===== src/rtl/spi_word_port_pkg.sv =====
package spi_word_port_pkg;

  localparam int CMD_W = 8;
  localparam int REG_W = 4;

  localparam logic [CMD_W-1:0] OP_PTR_RD  = 8'h40;
  localparam logic [CMD_W-1:0] OP_PTR_WR  = 8'hC0;
  localparam logic [CMD_W-1:0] OP_ADD_ONE = 8'hD0;
  localparam logic [CMD_W-1:0] OP_ADD_TWO = 8'hD8;
  localparam logic [CMD_W-1:0] OP_ADD_FOUR = 8'hE0;

  typedef enum logic [1:0] {PH_CMD, PH_DATA, PH_SKIP} phase_t;

  typedef enum logic [2:0] {
    K_REG_RD, K_REG_WR, K_PTR_GET, K_PTR_SET, K_IND_RD, K_IND_WR
  } kind_t;

  typedef struct packed {
    logic             valid;
    logic             is_add;
    logic [2:0]       add_amt;
    kind_t            kind;
    logic [REG_W-1:0] reg_idx;
  } cmd_dec_t;

  function automatic cmd_dec_t decode_cmd(input logic [CMD_W-1:0] b);
    cmd_dec_t d;
    d = '{valid: 1'b0, is_add: 1'b0, add_amt: 3'd0, kind: K_REG_RD, reg_idx: '0};
    if (!b[6] && (b[1:0] == 2'b00)) begin
      d.valid   = 1'b1;
      d.reg_idx = b[5:2];
      if (b[5:2] == 4'hF) d.kind = b[7] ? K_PTR_SET : K_PTR_GET;
      else                d.kind = b[7] ? K_REG_WR  : K_REG_RD;
    end else begin
      case (b)
        OP_PTR_RD:   begin d.valid = 1'b1; d.kind = K_IND_RD; end
        OP_PTR_WR:   begin d.valid = 1'b1; d.kind = K_IND_WR; end
        OP_ADD_ONE:  begin d.is_add = 1'b1; d.add_amt = 3'd1; end
        OP_ADD_TWO:  begin d.is_add = 1'b1; d.add_amt = 3'd2; end
        OP_ADD_FOUR: begin d.is_add = 1'b1; d.add_amt = 3'd4; end
        default:     d.valid = 1'b0;
      endcase
    end
    return d;
  endfunction

endpackage


===== src/rtl/spi_wp_sync.sv =====
module spi_wp_sync #(
  parameter int STAGES = 2
) (
  input  logic clk,
  input  logic rst_n,
  input  logic sck,
  input  logic cs_n,
  input  logic si,
  output logic sck_rise,
  output logic sck_fall,
  output logic cs_act,
  output logic si_s
);

  localparam int LANES = 3;
  localparam logic [LANES-1:0] IDLE_VAL = 3'b010;

  logic [STAGES-1:0][LANES-1:0] chain_q, chain_d;
  logic sck_prev_q, sck_prev_d;
  logic sck_s, cs_n_s;

  always_comb begin
    chain_d    = {chain_q[STAGES-2:0], {sck, cs_n, si}};
    sck_prev_d = sck_s;
  end

  always_ff @(posedge clk or negedge rst_n) begin
    if (!rst_n) begin
      chain_q    <= {STAGES{IDLE_VAL}};
      sck_prev_q <= 1'b0;
    end else begin
      chain_q    <= chain_d;
      sck_prev_q <= sck_prev_d;
    end
  end

  assign sck_s    = chain_q[STAGES-1][2];
  assign cs_n_s   = chain_q[STAGES-1][1];
  assign si_s     = chain_q[STAGES-1][0];
  assign cs_act   = ~cs_n_s;
  assign sck_rise = cs_act &  sck_s & ~sck_prev_q;
  assign sck_fall = cs_act & ~sck_s &  sck_prev_q;

endmodule


===== src/rtl/spi_wp_shift.sv =====
module spi_wp_shift #(
  parameter int WORD_W = 16
) (
  input  logic              clk,
  input  logic              rst_n,
  input  logic              cs_act,
  input  logic              sck_rise,
  input  logic              sck_fall,
  input  logic              si_s,
  input  logic              load_en,
  input  logic [WORD_W-1:0] load_word,
  output logic [WORD_W-1:0] rx_next,
  output logic              so_bit
);

  logic [WORD_W-1:0] rx_q, rx_d;
  logic [WORD_W-1:0] tx_q, tx_d;

  assign rx_next = {rx_q[WORD_W-2:0], si_s};

  always_comb begin
    rx_d = rx_q;
    tx_d = tx_q;
    if (sck_rise) rx_d = rx_next;
    if (!cs_act) begin
      tx_d = '0;
    end else if (sck_fall) begin
      tx_d = load_en ? load_word : {tx_q[WORD_W-2:0], 1'b0};
    end
  end

  always_ff @(posedge clk or negedge rst_n) begin
    if (!rst_n) begin
      rx_q <= '0;
      tx_q <= '0;
    end else begin
      rx_q <= rx_d;
      tx_q <= tx_d;
    end
  end

  assign so_bit = tx_q[WORD_W-1];

endmodule


===== src/rtl/spi_wp_ctrl.sv =====
module spi_wp_ctrl
  import spi_word_port_pkg::*;
#(
  parameter int WORD_W = 16,
  parameter int ADDR_W = 15
) (
  input  logic              clk,
  input  logic              rst_n,
  input  logic              cs_act,
  input  logic              sck_rise,
  input  logic              sck_fall,
  input  logic [WORD_W-1:0] rx_next,
  input  logic [WORD_W-1:0] mem_rdata,
  output logic              load_en,
  output logic [WORD_W-1:0] load_word,
  output logic              mem_en,
  output logic              mem_we,
  output logic [ADDR_W-1:0] mem_addr,
  output logic [WORD_W-1:0] mem_wdata,
  output logic [ADDR_W-1:0] ptr,
  output logic              ptr_load
);

  localparam int CNT_W = $clog2(WORD_W);
  localparam logic [CNT_W-1:0] CMD_LAST  = CNT_W'(CMD_W - 1);
  localparam logic [CNT_W-1:0] WORD_LAST = CNT_W'(WORD_W - 1);

  phase_t            phase_q, phase_d;
  kind_t             kind_q, kind_d;
  logic [REG_W-1:0]  reg_q, reg_d;
  logic [CNT_W-1:0]  cnt_q, cnt_d;
  logic [ADDR_W-1:0] ptr_q, ptr_d;
  logic              arm_q, arm_d;
  logic [WORD_W-1:0] hold_q, hold_d;
  logic              rdcap_q, rdcap_d;
  logic              men_q, men_d;
  logic              mwe_q, mwe_d;
  logic [ADDR_W-1:0] maddr_q, maddr_d;
  logic [WORD_W-1:0] mwdata_q, mwdata_d;
  cmd_dec_t          dec;
  logic [ADDR_W-1:0] ptr_inc;
  logic [ADDR_W-1:0] reg_addr;

  assign dec      = decode_cmd(rx_next[CMD_W-1:0]);
  assign ptr_inc  = ptr_q + ADDR_W'(1);
  assign reg_addr = ADDR_W'(reg_q);

  always_comb begin
    phase_d  = phase_q;
    kind_d   = kind_q;
    reg_d    = reg_q;
    cnt_d    = cnt_q;
    ptr_d    = ptr_q;
    arm_d    = arm_q;
    hold_d   = hold_q;
    men_d    = 1'b0;
    mwe_d    = 1'b0;
    maddr_d  = maddr_q;
    mwdata_d = mwdata_q;
    rdcap_d  = men_q & ~mwe_q;
    ptr_load = 1'b0;

    if (rdcap_q) hold_d = mem_rdata;
    if (sck_fall && arm_q) arm_d = 1'b0;

    if (!cs_act) begin
      phase_d = PH_CMD;
      cnt_d   = '0;
      arm_d   = 1'b0;
    end else if (sck_rise) begin
      cnt_d = cnt_q + CNT_W'(1);
      case (phase_q)
        PH_CMD: begin
          if (cnt_q == CMD_LAST) begin
            cnt_d = '0;
            if (dec.is_add) begin
              ptr_d   = ptr_q + ADDR_W'(dec.add_amt);
              phase_d = PH_SKIP;
            end else if (!dec.valid) begin
              phase_d = PH_SKIP;
            end else begin
              phase_d = PH_DATA;
              kind_d  = dec.kind;
              reg_d   = dec.reg_idx;
              case (dec.kind)
                K_REG_RD: begin
                  men_d   = 1'b1;
                  maddr_d = ADDR_W'(dec.reg_idx);
                  arm_d   = 1'b1;
                end
                K_PTR_GET: begin
                  hold_d = WORD_W'(ptr_q);
                  arm_d  = 1'b1;
                end
                K_IND_RD: begin
                  men_d   = 1'b1;
                  maddr_d = ptr_q;
                  arm_d   = 1'b1;
                end
                default: ;
              endcase
            end
          end
        end
        PH_DATA: begin
          if (cnt_q == WORD_LAST) begin
            cnt_d = '0;
            case (kind_q)
              K_REG_WR: begin
                men_d    = 1'b1;
                mwe_d    = 1'b1;
                maddr_d  = reg_addr;
                mwdata_d = rx_next;
                phase_d  = PH_SKIP;
              end
              K_PTR_SET: begin
                ptr_d    = rx_next[ADDR_W-1:0];
                ptr_load = 1'b1;
                phase_d  = PH_SKIP;
              end
              K_IND_RD: begin
                ptr_d   = ptr_inc;
                men_d   = 1'b1;
                maddr_d = ptr_inc;
                arm_d   = 1'b1;
              end
              K_IND_WR: begin
                ptr_d    = ptr_inc;
                men_d    = 1'b1;
                mwe_d    = 1'b1;
                maddr_d  = ptr_q;
                mwdata_d = rx_next;
              end
              default: phase_d = PH_SKIP;
            endcase
          end
        end
        default: cnt_d = cnt_q;
      endcase
    end
  end

  always_ff @(posedge clk or negedge rst_n) begin
    if (!rst_n) begin
      phase_q  <= PH_CMD;
      kind_q   <= K_REG_RD;
      reg_q    <= '0;
      cnt_q    <= '0;
      ptr_q    <= '0;
      arm_q    <= 1'b0;
      hold_q   <= '0;
      rdcap_q  <= 1'b0;
      men_q    <= 1'b0;
      mwe_q    <= 1'b0;
      maddr_q  <= '0;
      mwdata_q <= '0;
    end else begin
      phase_q  <= phase_d;
      kind_q   <= kind_d;
      reg_q    <= reg_d;
      cnt_q    <= cnt_d;
      ptr_q    <= ptr_d;
      arm_q    <= arm_d;
      hold_q   <= hold_d;
      rdcap_q  <= rdcap_d;
      men_q    <= men_d;
      mwe_q    <= mwe_d;
      maddr_q  <= maddr_d;
      mwdata_q <= mwdata_d;
    end
  end

  assign load_en   = arm_q;
  assign load_word = hold_q;
  assign mem_en    = men_q;
  assign mem_we    = mwe_q;
  assign mem_addr  = maddr_q;
  assign mem_wdata = mwdata_q;
  assign ptr       = ptr_q;

endmodule


===== src/rtl/spi_word_port.sv =====
module spi_word_port #(
  parameter int WORD_W      = 16,
  parameter int ADDR_W      = 15,
  parameter int SYNC_STAGES = 2
) (
  input  logic              clk,
  input  logic              rst_n,
  input  logic              spi_sck,
  input  logic              spi_cs_n,
  input  logic              spi_si,
  output logic              spi_so,
  output logic              spi_so_en,
  output logic              mem_en,
  output logic              mem_we,
  output logic [ADDR_W-1:0] mem_addr,
  output logic [WORD_W-1:0] mem_wdata,
  input  logic [WORD_W-1:0] mem_rdata
);

  logic              sck_rise, sck_fall, cs_act, si_s;
  logic              load_en;
  logic [WORD_W-1:0] load_word, rx_next;
  logic [ADDR_W-1:0] ptr;
  logic              ptr_load;

  spi_wp_sync #(.STAGES(SYNC_STAGES)) u_sync (
    .clk(clk), .rst_n(rst_n), .sck(spi_sck), .cs_n(spi_cs_n), .si(spi_si),
    .sck_rise(sck_rise), .sck_fall(sck_fall), .cs_act(cs_act), .si_s(si_s)
  );

  spi_wp_shift #(.WORD_W(WORD_W)) u_shift (
    .clk(clk), .rst_n(rst_n), .cs_act(cs_act), .sck_rise(sck_rise),
    .sck_fall(sck_fall), .si_s(si_s), .load_en(load_en),
    .load_word(load_word), .rx_next(rx_next), .so_bit(spi_so)
  );

  spi_wp_ctrl #(.WORD_W(WORD_W), .ADDR_W(ADDR_W)) u_ctrl (
    .clk(clk), .rst_n(rst_n), .cs_act(cs_act), .sck_rise(sck_rise),
    .sck_fall(sck_fall), .rx_next(rx_next), .mem_rdata(mem_rdata),
    .load_en(load_en), .load_word(load_word), .mem_en(mem_en),
    .mem_we(mem_we), .mem_addr(mem_addr), .mem_wdata(mem_wdata),
    .ptr(ptr), .ptr_load(ptr_load)
  );

  assign spi_so_en = ~spi_cs_n;

endmodule


===== config.mk =====
export PLATFORM = sky130hd
export DESIGN_NAME = spi_word_port
export DESIGN_NICKNAME = d
export VERILOG_FILES = /design/src/rtl/spi_word_port_pkg.sv /design/src/rtl/spi_wp_sync.sv /design/src/rtl/spi_wp_shift.sv /design/src/rtl/spi_wp_ctrl.sv /design/src/rtl/spi_word_port.sv
export SDC_FILE = /design/constraint.sdc
export NUM_CORES = 1
export LEC_CHECK = 0
export ABC_CLOCK_PERIOD_IN_PS = 3100
export BUFFER_PORTS_ARGS = -buffer_cell sky130_fd_sc_hd__buf_4
export CAP_MARGIN = 20
export CORE_AREA = 10 10 121 123
export CTS_CLUSTER_SIZE = 10
export DETAILED_ROUTE_END_ITERATION = 8
export DIE_AREA = 0 0 131 133
export GPL_ROUTABILITY_DRIVEN = 0
export MAX_ROUTING_LAYER = met4
export PLACE_DENSITY = 0.75
export SLEW_MARGIN = 40
export SYNTH_ARGS = -nofsm -noshare
export SYNTH_HDL_FRONTEND = slang
export SYNTH_HIERARCHICAL = 1
export SYNTH_SLANG_ARGS = --single-unit

===== constraint.sdc =====
create_clock -name clk -period 3.1 [get_ports clk]
set_clock_uncertainty 0.05 [all_clocks]
set_input_delay 0.62 -clock clk [delete_from_list [all_inputs] [get_ports clk]]
set_output_delay 0.62 -clock clk [all_outputs]
set_load 0.01 [all_outputs]

==> results.md, run 1 <==
- H-tree Lvls: 4
- Setup ws final: around 0.24 ns
- Post-CTS setup buffers: 0
- First-pass GRT wire length: between 20,000 and 30,000 um
- Critical Path AT: between 3 and 4 ns
- Clock Path Buffers: 2
- I/O pin cnt: 56
- Largest net degree at the start of global routing: 73
- IO Port Bufs: 55
- Grt total ovfl: 0
- Worst R2R Path Depth: 12
- Critical Path RT: 3.36 ns
- Worst setup EP type: flop
- Clock latency on the worst-skew pair: roughly 0.42 ns
- Flop-to-flop setup slack: roughly 0.24 ns
- Crit share post-route: 0.9242
- Final Hold Fails: 0
- Post-cts resize count: 0
- Reg-to-reg endpoint: u_ctrl/ptr[14]$_DFFE_PN0P_
- DR vias/cell: approximately 6.1
- Fin area: around 7700 um2
- Initial core utilization: 0.5239
- Crit path largest cell delay: between 0.4 and 0.5 ns
- Critical path cell sequence: nor4b_4 > and2_1 > nand2_1 > nor2_1 > ha_2 > inv_1 > fa_1 > nand2b_4 > a2111oi_4 > nor2b_1 > and3_1 > nor3_1
- Crit-path max FO: 5
- CTS tree: yes
- Iter 0 DRT Violations: 669
- Routed Antenna Nets: 0
- Total power: between 4 and 5 mW
- Worst VDD drop: 0.4383 mV
- Setup-failing EPs final: 0
- Area of the multi-input gates: about 3200 um2
- Via Count: 5,276
- FF/Latch Area: between 2000 and 3000 um2
- Layout cells sized above 1: 0.2731
- Syn. warnings: 6
- Hold crit path type: primary input to asynchronous set/reset pin
- Vias in the first global route: ~5,100
- Area delta synth->final: 18.12%
- Die height: around 130 um
- Slew Limit Fails: 0
- Pre-CTS WS: 0.1078 ns
- Lkg Pwr: around 3.2 nW
- Drc violations: 0
- Max Fclk: 0.3490 GHz
- Crit path launch type: flop
- Status: completed
- Total CTS buffers: 17
- Final min period: 2.865 ns
- Clock-pin slew on the worst setup and hold paths: 0.06 ns
- Clock Root Buffer: clkbuf_16
- CTS Sinks: between 100 and 150
- Hold buffer count at CTS: 0
- CORE AREA: between 10,000 and 15,000 um2
- Final #Nets: 706
- N_diodes: 0
- Max_slew headroom: 0.4993
- Placed cell count: 832
- Post-Synthesis Net Count: about 660
- Post-Syn Instances: about 630
- Total negative slack: 0 ns
- Cell Count, Final, Fillers Out: 864
- RSZ-0062 raised after global routing: no
- Initial antenna violation count: 0
- Max-cap violations: 0
- Routed WL per cell: around 19 um
- Worst-Margin Slew: around 0.75 ns
- Placed inst area: around 7000 um2
- Die area: roughly 17,000 um2
- # rows: between 40 and 50
- Chip width: approximately 130 um
- Synth Cell Area: between 6000 and 7000 um2
- CP max stage cell: dfrtp_2
- Hpwl dp: ~11,000 um
- Synth Area per Inst: approximately 10 um2
- GRT Overall Usage: 0.1973
- Fillers: approximately 1,000
- Setup Crit Path Kind: flop to flop
- Drt pass-1 iters: 7
- Worst R2R Start: u_sync/si_s$_DFF_PN0_
- Routed WL: roughly 16,000 um
- Power per cell area: approximately 540 nW/um2
placed cells by master, fill, tap and decap left out, types with 4 or more instances in the layout:
cell type / n
and3_1: 6
clkbuf_16: 17
nand3_1: 9
nor4_1: 7
mux2_4: 18
o21ai_0: 55
inv_1: 13
a21oi_1: 45
buf_4: 79
and2_1: 6
nand4_1: 4
mux2_2: 28
nand2_1: 46
dfrtp_1: 112
mux2i_1: 38
a211oi_1: 5
ha_1: 4
a22oi_1: 4
nand2b_1: 8
nor3_1: 15
a31o_2: 4
a31oi_1: 14
nor2b_1: 12
o31ai_1: 6
a21boi_0: 4
a221oi_1: 4
nor3_2: 4
or3_1: 5
nor2_1: 33
report_power, final:
part           switching, mW  internal [mW]
combinational          0.250          0.206
clock                  0.708           1.30
sequential            0.0738           1.59
critical path: cells and delay by family (launching register included):
family | cells | cell delay (ns)
simple gates | 8 | 1.18
fa+ha+maj | 2 | 0.61
flops | 1 | 0.45
compound gates | 1 | 0.41
buf+inv | 1 | 0.05
flip-flops by register name, summed over array words and instances, names as in the netlist, 2 cells and up:
signal	flops
u_sync/chain_d	3
u_ctrl/reg_q	4
u_ctrl/mem_wdata	16
u_ctrl/mem_addr	15
u_shift/rx_q	15
u_ctrl/cnt_q	4
u_ctrl/phase_q	2
u_sync/chain_q	2
u_shift/tx_q	16
u_ctrl/ptr	15
u_ctrl/kind_q	3
u_ctrl/load_word	16
layer usage:
layer | global-route usage | up-vias | wire length [um]
met5 | - | - | 0
met4 | 0.07602 | 0 | 374
met3 | 0.04594 | 44 | 1335
met2 | 0.2840 | 283 | 7524
met1 | 0.2632 | 2541 | 7235
li1 | - | 2408 | -
layout make-up:
| type | instances | share of cell area |
|---|---|---|
| multi-input combinational | 449 | 0.4206 |
| sequential | 117 | 0.3835 |
| timing repair buffer | 81 | 0.08160 |
| clock buffer | 20 | 0.05969 |
| tap | 172 | 0.02813 |
| clock inverter | 12 | 0.02011 |
| inverter | 13 | 0.006378 |
worst max-delay path by stage:
stage                                     start                         end  slack, ns  depth (start not counted)
after CTS                 u_sync/si_s$_DFF_PN0_  u_ctrl/ptr[14]$_DFFE_PN0P_       0.09                         12
after global placement    u_sync/si_s$_DFF_PN0_  u_ctrl/ptr[14]$_DFFE_PN0P_       0.19                         12
final                     u_sync/si_s$_DFF_PN0_  u_ctrl/ptr[14]$_DFFE_PN0P_       0.24                         12
after detailed placement  u_sync/si_s$_DFF_PN0_  u_ctrl/ptr[14]$_DFFE_PN0P_       0.11                         12
after floorplan           u_sync/si_s$_DFF_PN0_  u_ctrl/ptr[14]$_DFFE_PN0P_       0.14                         13
after global routing      u_sync/si_s$_DFF_PN0_  u_ctrl/ptr[10]$_DFFE_PN0P_       0.06                         12
through the flow:
step / utilization / hold slack, ns
4_1_cts: 0.6179 / 0.1834
5_1_grt: 0.6189 / 0.2109
6_report: 0.6189 / 0.1563
2_1_floorplan: - / 0.2744
3_3_place_gp: 0.5681 / 0.2844
3_5_place_dp: 0.5685 / 0.2864
No activity file was read; power rests on OpenSTA's default activity.
==> run 2: changes to the inputs <==
- CORE_AREA: 10 10 121 123 -> 3 3 132 134
- DIE_AREA: 0 0 131 133 -> 0 0 135 137
- PLACE_DENSITY: 0.75 -> unset
==> results.md, run 2 (same netlist as run 1, synthesis figures left out) <==
- First-pass GRT wire length: 27,280 um (+1.8%)
- Drc violations: 0 (unchanged)
- Lkg Pwr: 3.302 nW (+1.7%)
- Area of the multi-input gates: 3221 um2 (about the same)
- Final #Nets: 710 (+0.57%)
- Pre-CTS WS: 0.1763 ns (+0.06846 ns)
- DR vias/cell: 5.610 (-8.1%)
- Die height: 137 um (+3.0%)
- Initial antenna violation count: 0 (unchanged)
- Initial core utilization: 0.3948 (-0.1291)
- CTS Sinks: 117 (unchanged)
- Most frequent cells in the layout: 113 x dfrtp_1, 84 x buf_4, 55 x o21ai_0, 46 x nand2_1, 45 x a21oi_1
- Grt total ovfl: 0 (unchanged)
- Flop-to-flop setup slack: 0.28 ns (+0.04 ns)
- Worst R2R Start: u_shift/rx_q[0]$_DFFE_PN0P_
- Placed cell count: 884 (+6.3%)
- Layout cells sized above 1: 0.2744 (+0.001304)
- CTS tree: yes
- Fin area: 7797 um2 (+1.9%)
- Clock latency on the worst-skew pair: 0.41 ns (about the same)
- Die area: 18,500 um2 (+6.2%)
- Power per cell area: 556.1 nW/um2 (+2.9%)
- Critical Path RT: 3.35 ns (about the same)
- Drt pass-1 iters: 6 (-1)
- Cell Count, Final, Fillers Out: 916 (+6.0%)
- N_diodes: 0 (unchanged)
- Final core occ: 0.4753 (-0.1436)
- Routed Antenna Nets: 0 (unchanged)
- CORE AREA: 16,410 um2 (+33%)
- Crit path launch type: flop
- # rows: 47 (+15%)
- Via Count: 5,139 (-2.6%)
- Area delta synth->final: 20.38%
- Hold crit path type: primary input to asynchronous set/reset pin
- H-tree Lvls: 4 (unchanged)
- Critical Path AT: 3.07 ns (-0.05 ns)
- Routed WL per cell: 18.33 um (-3.8%)
- Placed inst area: 7116 um2 (+1.2%)
- Setup Crit Path Kind: flop to flop
- Total CTS buffers: 17 (unchanged)
- Chip width: 135 um (+3.1%)
- Clock-pin slew on the worst setup and hold paths: 0.06 ns (about the same)
- Setup-failing EPs final: 0 (unchanged)
- Clock Root Buffer: clkbuf_16
- Worst VDD drop: 0.4853 mV (+11%)
- Max-cap violations: 0 (unchanged)
- Iter 0 DRT Violations: 389 (-42%)
- Status: completed
- Total power: 4.336 mW (+4.9%)
- RSZ-0062 raised after global routing: no
- Worst setup EP type: flop
- Clock Path Buffers: 2 (unchanged)
- Crit-path max FO: 5 (unchanged)
- Hpwl dp: 11,280 um (+1.5%)
- Final Hold Fails: 0 (unchanged)
- FF/Latch Area: 2933 um2 (about the same)
- Largest net degree at the start of global routing: 47 (-36%)
- Setup ws final: 0.2762 ns (+0.04113 ns)
- Vias in the first global route: 5,055 (-1.7%)
- Total negative slack: 0 ns (unchanged)
- Fillers: 1,548 (+51%)
- Max_slew headroom: 0.5751 (+0.07576)
- Crit share post-route: 0.9109 (-0.01327)
- I/O pin cnt: 56 (unchanged)
- Hold Slack: 0.1752 ns (+0.01895 ns)
- Routed WL: 16,790 um (+1.9%)
- GRT Overall Usage: 0.1927 (-0.004576)
- Crit path from: u_shift/rx_q[0]$_DFFE_PN0P_
- Final min period: 2.824 ns (-0.04113 ns)
- Commonest non-fill, non-tap cell in the layout: dfrtp_1
- Slew Limit Fails: 0 (unchanged)
- IO Port Bufs: 55 (unchanged)
- Worst-Margin Slew: 0.6340 ns (-0.1156 ns)
- Max Fclk: 0.3541 GHz (+1.5%)
-- run 2: final timing paths --
path	to	cells after the start
worst max-delay path	u_ctrl/ptr[14]$_DFFE_PN0P_	12
worst max register to register	u_ctrl/ptr[14]$_DFFE_PN0P_	12
worst min-delay path	u_shift/tx_q[1]$_DFFE_PN0P_	1
min in group clk	u_sync/chain_d[5]$_DFF_PN0_	1
worst min register to register	u_sync/si_s$_DFF_PN0_	0
max in group asynchronous	u_ctrl/load_word[9]$_DFF_PN0_	2
-- run 2: what timing repair did --
action | 4_1_cts | 5_1_grt
setup buffers | 0 | 0
endpoints found under the setup margin | 0 | 4
resized for setup | 0 | 3
hold buffers | 0 | 0
-- run 2: area by class of cell --
cell class              count  share of cell area
clock buffers              24             0.06435
clock inverters             8             0.02150
inverters                  13            0.006258
multi-input cells         449              0.4130
flip-flops and latches    117              0.3761
well taps                 220             0.03530
repair buffers             85             0.08344
-- run 2: routing by layer --
metal,share of wire,vias up,global-route usage
met3,0.066,27,0.04449
met4,0.016,0,0.06663
li1,-,2409,-
met2,0.45,197,0.2735
met5,0,-,-
met1,0.47,2506,0.2718
-- run 2: where the power goes --
| part | switching (mW) | internal [mW] |
|---|---|---|
| combinational | 0.256 | 0.208 |
| sequential | 0.0680 | 1.59 |
| clock | 0.679 | 1.53 |
-- run 2: critical path, cell delays in order, from the launching register on --
cell	delay, ns
dfrtp_1	0.40
nor4b_4	0.29
and2_1	0.19
nand2_1	0.05
nor2_1	0.09
ha_1	0.20
inv_1	0.07
fa_1	0.39
nand2b_4	0.19
a2111oi_4	0.41
nor2b_1	0.18
and3_1	0.16
nor3_1	0.04
==> run 3: changes to the inputs <==
- CORE_AREA: 3 3 132 134 -> 3 3 112 157
- DIE_AREA: 0 0 135 137 -> 0 0 115 160
==> results.md, run 3 (same netlist as run 1, synthesis figures left out) <==
- Status: completed
- Cell Int Power: 3.141 mW (-5.8%)
- Crit share post-route: 0.9472 (+0.03631)
- Final min period: 2.936 ns (+0.1126 ns)
- Power per cell area: 543.0 nW/um2 (-2.4%)
- Via Count: 5,129 (-0.19%)
- First-pass GRT wire length: 27,630 um (+1.3%)
- Hpwl dp: 11,420 um (+1.3%)
- GRT Overall Usage: 0.1922 (-0.0004784)
- CP top delay family: simple AND/OR/NAND/NOR gates
- Final core occ: 0.4732 (-0.002064)
- CTS tree: yes
- Worst path buffer plus inverter count: 1 (unchanged)
- Placed inst area: 7067 um2 (-0.69%)
- Worst VDD drop: 0.2831 mV (-42%)
- Total CTS buffers: 17 (unchanged)
- Clock latency on the worst-skew pair: 0.41 ns (about the same)
- H-tree Lvls: 4 (unchanged)
- Lkg Pwr: 3.240 nW (-1.9%)
- Grt met3 use: 0.02464 (-0.01985)
- Hold Slack: 0.1544 ns (-0.02081 ns)
- Setup ws final: 0.1636 ns (-0.1126 ns)
- Crit path largest cell delay: 0.41 ns (about the same)
- Drt pass-1 iters: 5 (-1)
- Final Hold Fails: 0 (unchanged)
- Routed WL per cell: 18.67 um (+1.9%)
- Cell Count, Final, Fillers Out: 892 (-2.6%)
- Met2 Track Usage GR: 0.3143 (+0.04079)
- Clock-pin slew on the worst setup and hold paths: 0.06 ns (about the same)
- CTS Sinks: 117 (unchanged)
- Switching share of power: 0.2474 (+0.01604)
- Critical Path AT: 3.23 ns (+0.16 ns)
- Fillers: 1,534 (-0.90%)
- I/O pin cnt: 56 (unchanged)
- Total power: 4.173 mW (-3.8%)
- Iter 0 DRT Violations: 457 (+17%)
- Slew Limit Fails: 0 (unchanged)
- Seq pwr share: 0.399 (+0.016)
- Total negative slack: 0 ns (unchanged)
- Grt total ovfl: 0 (unchanged)
- RSZ-0062 raised after global routing: yes
- Net Switching: 1.032 mW (+2.9%)
- Final #Nets: 707 (-0.42%)
- Worst setup EP type: flop
- Chip width: 115 um (-15%)
- Drc violations: 0 (unchanged)
- Max-cap violations: 0 (unchanged)
- Crit-path max FO: 5 (unchanged)
- Max Fclk: 0.3406 GHz (-3.8%)
- Fin area: 7685 um2 (-1.4%)
- Max_slew headroom: 0.5175 (-0.05755)
- IO Port Bufs: 55 (unchanged)
- Initial core utilization: 0.3988 (+0.004045)
- Vias in the first global route: 5,202 (+2.9%)
- Worst R2R Start: u_shift/rx_q[0]$_DFFE_PN0P_
- Critical Path RT: 3.39 ns (+0.04 ns)
- Commonest non-fill, non-tap cell in the layout: dfrtp_1
- Placed cell count: 860 (-2.7%)
- Crit path from: u_shift/rx_q[0]$_DFFE_PN0P_
- Setup-failing EPs final: 0 (unchanged)
- Crit path launch type: flop
- Setup Crit Path Kind: flop to flop
- Most frequent cells in the layout: 113 x dfrtp_1, 81 x buf_4, 55 x o21ai_0, 46 x nand2_1, 45 x a21oi_1
- Routed Antenna Nets: 0 (unchanged)
- # rows: 55 (+17%)
- Die height: 160 um (+17%)
- Worst R2R Path Depth: 12 (unchanged)
- Area delta synth->final: 18.64%
- GR met1 Demand/Resource: 0.2429 (-0.02890)
- CORE AREA: 16,240 um2 (-1.0%)
- N_diodes: 0 (unchanged)
- DR vias/cell: 5.750 (+2.5%)
- Comb pwr share: 0.110 (+0.003)
- Die area: 18,400 um2 (-0.51%)
- Grt peak-use layer: met2
- Layout cells sized above 1: 0.2698 (-0.004584)
- Hold buffer count at CTS: 0 (unchanged)
- Hold crit path type: primary input to asynchronous set/reset pin
- Worst-Margin Slew: 0.7230 ns (+0.08899 ns)
- Worst path depth: 12 (unchanged)
- Clock Root Buffer: clkbuf_16
- Clock group share of total power: 0.491 (-0.019)
- Clock Path Buffers: 2 (unchanged)
- CP max stage cell: a2111oi_4
- Critical path cell sequence: nor4b_4 > and2_1 > nand2_1 > nor2_1 > ha_1 > inv_1 > fa_1 > nand2b_2 > a2111oi_4 > o2bb2ai_1 > o31a_1 > a21o_1
- Largest net degree at the start of global routing: 55 (+17%)
- Pre-CTS WS: 0.09707 ns (-0.07919 ns)
- Initial antenna violation count: 0 (unchanged)
- Routed WL: 16,650 um (-0.80%)
[run 3: cell types whose count changed in the layout (fill, tap and decap cells not counted), moves of 2 or more]
cell / change
clkbuf_8: -5
clkinvlp_4: +3
buf_4: -3
clkinv_4: +2
[run 3: worst paths after layout]
path	to	slack, ns
setup / recovery	u_ctrl/ptr[12]$_DFFE_PN0P_	0.16
hold / removal	u_ctrl/mem_wdata[10]$_DFFE_PN0P_	0.15
setup reg to reg	u_ctrl/ptr[12]$_DFFE_PN0P_	0.16
hold reg to reg	u_sync/chain_q[5]$_DFF_PN0_	0.30
max in group asynchronous	u_sync/chain_d[4]$_DFF_PN1_	2.06
min in group clk	u_sync/chain_d[5]$_DFF_PN0_	0.27
[run 3: layer usage]
layer  part of all wire  wire (um)  vias up
li1                   -          -     2410
met1               0.43       7103     2521
met2               0.51       8491      174
met3              0.044        735       24
met4              0.019        323        0
met5                  0          0        -
[run 3: cell type report]
class | count | area, um2 | area share
repair buffers | 82 | 628.1 | 0.08173
inverters | 13 | 48.80 | 0.006350
clock inverters | 13 | 182.7 | 0.02377
multi-input cells | 449 | 3211 | 0.4178
well taps | 199 | 249.0 | 0.03240
flip-flops and latches | 117 | 2933 | 0.3816
clock buffers | 19 | 432.9 | 0.05633
[run 3: power groups by stage]
| stage | Sequential (mW) | Clock, mW | Combinational [mW] |
|---|---|---|---|
| 2_1_floorplan | 1.67 | 0 | 0.270 |
| 3_3_place_gp | 1.68 | 0 | 0.450 |
| 3_5_place_dp | 1.69 | 0 | 0.455 |
| 4_1_cts | 1.66 | 2.09 | 0.461 |
| 5_1_grt | 1.67 | 2.17 | 0.497 |
| 6_report | 1.66 | 2.05 | 0.459 |
[run 3: worst register-to-register path: stages, from the launching register on]
cell and delay (ns):
dfrtp_1 0.40, nor4b_4 0.29, and2_1 0.18, nand2_1 0.05, nor2_1 0.11, ha_1 0.22
inv_1 0.07, fa_1 0.40, nand2b_2 0.26, a2111oi_4 0.41, o2bb2ai_1 0.18, o31a_1 0.15
a21o_1 0.10
[run 3: repair_timing]
item / CTS / global route
buffers inserted: 0 / 0
endpoints found under the setup margin: 0 / 5
gates resized for setup: 0 / 1
